## src/rtl/mcfsm_pkg.sv

```systemverilog
package mcfsm_pkg;
  localparam int OPC_W  = 6;
  localparam int STEP_W = 4;

  typedef enum logic [STEP_W-1:0] {
    ST_FETCH  = 4'd0,
    ST_DECODE = 4'd1,
    ST_ADDR   = 4'd2,
    ST_MRD    = 4'd3,
    ST_MWB    = 4'd4,
    ST_MWR    = 4'd5,
    ST_EXE    = 4'd6,
    ST_RWB    = 4'd7,
    ST_BEQ    = 4'd8,
    ST_JMP    = 4'd9
  } step_e;

  localparam logic [OPC_W-1:0] OPC_RTYPE = 6'b000000;
  localparam logic [OPC_W-1:0] OPC_LOAD  = 6'b100011;
  localparam logic [OPC_W-1:0] OPC_STORE = 6'b101011;
  localparam logic [OPC_W-1:0] OPC_BEQ   = 6'b000100;
  localparam logic [OPC_W-1:0] OPC_JUMP  = 6'b000010;

  typedef struct packed {
    logic       pc_wr_en;
    logic       pc_wr_if_eq;
    logic       addr_data;
    logic       mem_rd;
    logic       mem_wr;
    logic       wb_sel_mem;
    logic       ir_load;
    logic       rf_wr;
    logic       rf_dst_rd;
    logic       alu_a_reg;
    logic [1:0] alu_b_sel;
    logic [1:0] alu_mode;
    logic [1:0] pc_next_sel;
  } ctrl_t;
endpackage

```

## src/rtl/mcfsm_next.sv

```systemverilog
module mcfsm_next
  import mcfsm_pkg::*;
(
  input  step_e             cur,
  input  logic [OPC_W-1:0]  opcode,
  output step_e             nxt
);
  always_comb begin
    nxt = ST_FETCH;
    unique case (cur)
      ST_FETCH:  nxt = ST_DECODE;
      ST_DECODE: begin
        if (opcode == OPC_LOAD || opcode == OPC_STORE) nxt = ST_ADDR;
        else if (opcode == OPC_RTYPE)                  nxt = ST_EXE;
        else if (opcode == OPC_BEQ)                    nxt = ST_BEQ;
        else if (opcode == OPC_JUMP)                   nxt = ST_JMP;
        else                                           nxt = ST_FETCH;
      end
      ST_ADDR:   nxt = (opcode == OPC_STORE) ? ST_MWR : ST_MRD;
      ST_MRD:    nxt = ST_MWB;
      ST_EXE:    nxt = ST_RWB;
      default:   nxt = ST_FETCH;
    endcase
  end
endmodule

```

## src/rtl/mcfsm_decode.sv

```systemverilog
module mcfsm_decode
  import mcfsm_pkg::*;
(
  input  step_e cur,
  output ctrl_t ctl
);
  always_comb begin
    ctl = '0;
    unique case (cur)
      ST_FETCH: begin
        ctl.pc_wr_en  = 1'b1;
        ctl.mem_rd    = 1'b1;
        ctl.ir_load   = 1'b1;
        ctl.alu_b_sel = 2'b01;
      end
      ST_DECODE: ctl.alu_b_sel = 2'b11;
      ST_ADDR: begin
        ctl.alu_a_reg = 1'b1;
        ctl.alu_b_sel = 2'b10;
      end
      ST_MRD: begin
        ctl.mem_rd    = 1'b1;
        ctl.addr_data = 1'b1;
      end
      ST_MWB: begin
        ctl.rf_wr      = 1'b1;
        ctl.wb_sel_mem = 1'b1;
      end
      ST_MWR: begin
        ctl.mem_wr    = 1'b1;
        ctl.addr_data = 1'b1;
      end
      ST_EXE: begin
        ctl.alu_a_reg = 1'b1;
        ctl.alu_mode  = 2'b10;
      end
      ST_RWB: begin
        ctl.rf_wr     = 1'b1;
        ctl.rf_dst_rd = 1'b1;
      end
      ST_BEQ: begin
        ctl.pc_wr_if_eq = 1'b1;
        ctl.alu_a_reg   = 1'b1;
        ctl.alu_mode    = 2'b01;
        ctl.pc_next_sel = 2'b01;
      end
      ST_JMP: begin
        ctl.pc_wr_en    = 1'b1;
        ctl.pc_next_sel = 2'b10;
      end
      default: ctl = '0;
    endcase
  end
endmodule

```

## src/rtl/mcfsm_ctrl.sv

```systemverilog
module mcfsm_ctrl
  import mcfsm_pkg::*;
(
  input  logic       clk,
  input  logic       rst,
  input  logic [5:0] opcode,
  output logic       pc_wr_en,
  output logic       pc_wr_if_eq,
  output logic       addr_data,
  output logic       mem_rd,
  output logic       mem_wr,
  output logic       wb_sel_mem,
  output logic       ir_load,
  output logic       rf_wr,
  output logic       rf_dst_rd,
  output logic       alu_a_reg,
  output logic [1:0] alu_b_sel,
  output logic [1:0] alu_mode,
  output logic [1:0] pc_next_sel
);
  step_e st_q, st_d;
  ctrl_t ctl;

  mcfsm_next u_next (.cur(st_q), .opcode(opcode), .nxt(st_d));
  mcfsm_decode u_dec (.cur(st_q), .ctl(ctl));

  always_ff @(posedge clk) begin
    if (rst) st_q <= ST_FETCH;
    else     st_q <= st_d;
  end

  assign pc_wr_en    = ctl.pc_wr_en;
  assign pc_wr_if_eq = ctl.pc_wr_if_eq;
  assign addr_data   = ctl.addr_data;
  assign mem_rd      = ctl.mem_rd;
  assign mem_wr      = ctl.mem_wr;
  assign wb_sel_mem  = ctl.wb_sel_mem;
  assign ir_load     = ctl.ir_load;
  assign rf_wr       = ctl.rf_wr;
  assign rf_dst_rd   = ctl.rf_dst_rd;
  assign alu_a_reg   = ctl.alu_a_reg;
  assign alu_b_sel   = ctl.alu_b_sel;
  assign alu_mode    = ctl.alu_mode;
  assign pc_next_sel = ctl.pc_next_sel;
endmodule

```

## config.mk

```make
export PLATFORM = sky130hd
export DESIGN_NAME = mcfsm_ctrl
export DESIGN_NICKNAME = d
export VERILOG_FILES = /design/src/rtl/mcfsm_pkg.sv /design/src/rtl/mcfsm_next.sv /design/src/rtl/mcfsm_decode.sv /design/src/rtl/mcfsm_ctrl.sv
export SDC_FILE = /design/constraint.sdc
export NUM_CORES = 1
export LEC_CHECK = 0
export BUFFER_PORTS_ARGS = -buffer_cell sky130_fd_sc_hd__buf_2
export CAP_MARGIN = 20
export CORE_MARGIN = 4
export CORE_UTILIZATION = 31
export CTS_CLUSTER_SIZE = 25
export DETAILED_ROUTE_END_ITERATION = 10
export PLACE_DENSITY_LB_ADDON = 0.1
export SYNTH_ARGS = -nofsm -noshare
export SYNTH_HDL_FRONTEND = slang
export SYNTH_HIERARCHICAL = 1
export SYNTH_SLANG_ARGS = --single-unit
export TNS_END_PERCENT = 100
```

## constraint.sdc

```tcl
create_clock -name clk -period 1.35 [get_ports clk]
set_input_delay 0.0675 -clock clk [delete_from_list [all_inputs] [get_ports clk]]
set_output_delay 0.0675 -clock clk [all_outputs]
set_load 0.02 [all_outputs]
```

==> flow_summary.yaml <==
cells_and_area:
  largest_reg_flops: 4
  largestRegisters: "st_q: 4 flops"
  regArea_um2: 90.1
  utilization: 0.505
  nets: 100
  diodes: 0
  fin_cells: 106
  top_register: "st_q"
  n_fill_cell: 148
  drive_gt1_frac: 0.578
  areaGrowthSynthToFinish_pct: 55.1
  multi_input_area_um2: 400
worst_setup_path:
  worst_setup_path_end_kind: "output port"
  arrival_ns: 1.28
  path_max_fanout: 5
  startpoint_type: "flip-flop"
  crit_type: "flip-flop to output port"
  worst_ep_required_time_ns: 1.28
drt:
  drt-total-wl_um: 1280
  wl_per_cell_um: 12.0
  vias: 566
  viasPerCell: 5.34
  drc: 0
  ant_nets: 0
  drt_iter0_drc: 14
  dr.pass1.iters: 4
synth:
  synth_warnings: 6
  ys_types: 33
  syn-num-nets: 67
  netlist_area_um2: 490
  synth_seq_area_share: 0.163
  synthCells: 59
  syn_area_per_cell_um2: 8.31
  ys_ff_latch: 4
grt:
  grt_max_degree: 11
  antenna_found_initial: 0
  overflow: 0
  grt_pass1_vias: 449
  grt_pass1_wl_um: 1860
  grt_use_total: 0.114
sta:
  slew_viol_final: 0
  hold_viol_final: 0
  finalCritPeriodShare: 0.998
  fin_skew_ns: 0.00596
  finalSetupViolations: 0
  worstMarginPinSlew_ns: 0.345
  relSlewSlack: 0.768
  clock.fmax_mhz: 742
  fin_ws_ns: 0.00317
  rsz0062_at_grt: "yes"
  period_minus_slack_ns: 1.35
hold_path:
  holdCritPathClass: "primary input to flip-flop"
power_and_ir_drop:
  p_per_area_nw_per_um2: 514
  leakage_uw: 0.000334
  ir_drop_mv: 0.261
placement:
  portBuffers: 23
  gp_congestion: 0.841
  dp_slack_ns: 0.0829
  dp.final_hpwl_um: 970
  dp_cells: 101
status:
  status: "finished, final reports clean"
clock_tree:
  cts-root-buf: "clkbuf_4"
  htreeDepth: 1
  clock_latency_ns: 0.23
  numCtsBuffers: 3
  clockBufferDepth: 2
  clk_pin_slew_worst_paths_ns: 0.04
  cts_tree: "built"
  clkSinkCount: 4
floorplan:
  dieArea_um2: 2280
  fp-row-count: 14
  ios: 24
  initial_core_util: 0.326
  die_w_um: 47.8
  core_area_um2: 1510
  die_y_um: 47.8
flow_run:
  drv_cap: 0
metrics by stage:
stage               instance area, um^2  setup TNS (ns)  total power, uW  hold WS [ns]
finish                              761               0              391        0.0254
global route                        761          -0.131              418        0.0205
CTS                                 716               0              388        0.0264
detailed placement                  647               0              234         0.279
global placement                    647               0              235         0.280
floorplan                           490          -0.320              190         0.139
per-layer routing:
| layer | up-vias | part of all wire | GRT usage |
|---|---|---|---|
| li1 | 284 | - | - |
| met3 | 0 | 0.089 | 0.0113 |
| met4 | 0 | 0 | 0.0484 |
| met1 | 257 | 0.39 | 0.136 |
| met2 | 25 | 0.52 | 0.203 |
| met5 | - | 0 | 0 |
synthesized netlist by cell type (all sizes together):
cell type	number	area, um^2
nand4b	1	8.76
nor3b	3	32.5
nor4	5	46.3
inv	2	7.51
nand4	1	6.26
nand3b	1	7.51
a21oi	2	10.0
a2111oi	1	15.0
xor2	2	25.0
nand2b	3	18.8
nor2	3	11.3
dfxtp	4	80.1
o311a	1	10.0
o41ai	1	8.76
nand2	2	7.51
o21ai	2	10.0
a41o	1	10.0
o21bai	1	7.51
nand3	1	10.0
and4b	1	10.0
and3	1	7.51
nor3	6	30.0
nor2b	5	31.3
nor4b	2	23.8
xnor2	1	8.76
buf	5	38.8
o211ai	1	7.51
layout make-up:
class                   count  area share
well taps                  16      0.0263
flip-flops and latches      4       0.118
multi-input cells          48       0.526
inverters                   2     0.00987
repair buffers             33       0.289
clock buffers               3      0.0296
final timing paths:
check	slack (ns)	endpoint	from	cells past startpoint
hold reg to reg	0.71	st_q[0]	st_q[1]	4
setup / recovery	0.003	alu_a_reg	st_q[1]	4
hold / removal	0.03	st_q[1]	rst	2
setup reg to reg	0.12	st_q[1]	st_q[2]	4
kinds of logic (layout without fill, tap and decap cells):
group / count (synthesis) / after routing / synth area share
buffers and inverters: 7 / 38 / 0.0944
flip-flops: 4 / 4 / 0.163
AND/OR/NAND/NOR: 35 / 35 / 0.513
AO/OA/AOI/OAI: 10 / 10 / 0.161
XOR/XNOR: 3 / 3 / 0.0689
power by group:
part           switching [uW]  internal [uW]  leakage, uW  total [uW]
Combinational            61.5           54.8     0.000285         116
Clock                    48.9           99.5    0.0000138         148
Sequential               6.85            120    0.0000349         126
Total                     117            274     0.000334         391
worst max-delay path, cell delays in order, from the launching register on:
cell and delay [ns]:
dfxtp_2 0.32, buf_6 0.13, nor4b_4 0.29, o21bai_1 0.15, buf_4 0.16
cells in the final DEF (no fill, tap or decap), types with 2 or more instances in the layout:
cell and instances:
buf_2 17, buf_4 12, nor3_1 6, nor2b_1 5, buf_6 4, clkbuf_4 3
nor2_1 3, nor4_1 3, dfxtp_4 2, dfxtp_2 2, nor3b_2 2, nand2b_1 2
nand2_1 2, a21oi_1 2, inv_1 2, o21ai_0 2
repair_timing:
item | 4_1_cts | 5_1_grt
gates resized for setup | 10 | 11
endpoints found under the setup margin | 12 | 8
pin swaps | 0 | 1
setup buffers | 1 | 1
hold buffers | 0 | 0
(Power assumes the default switching activity.)
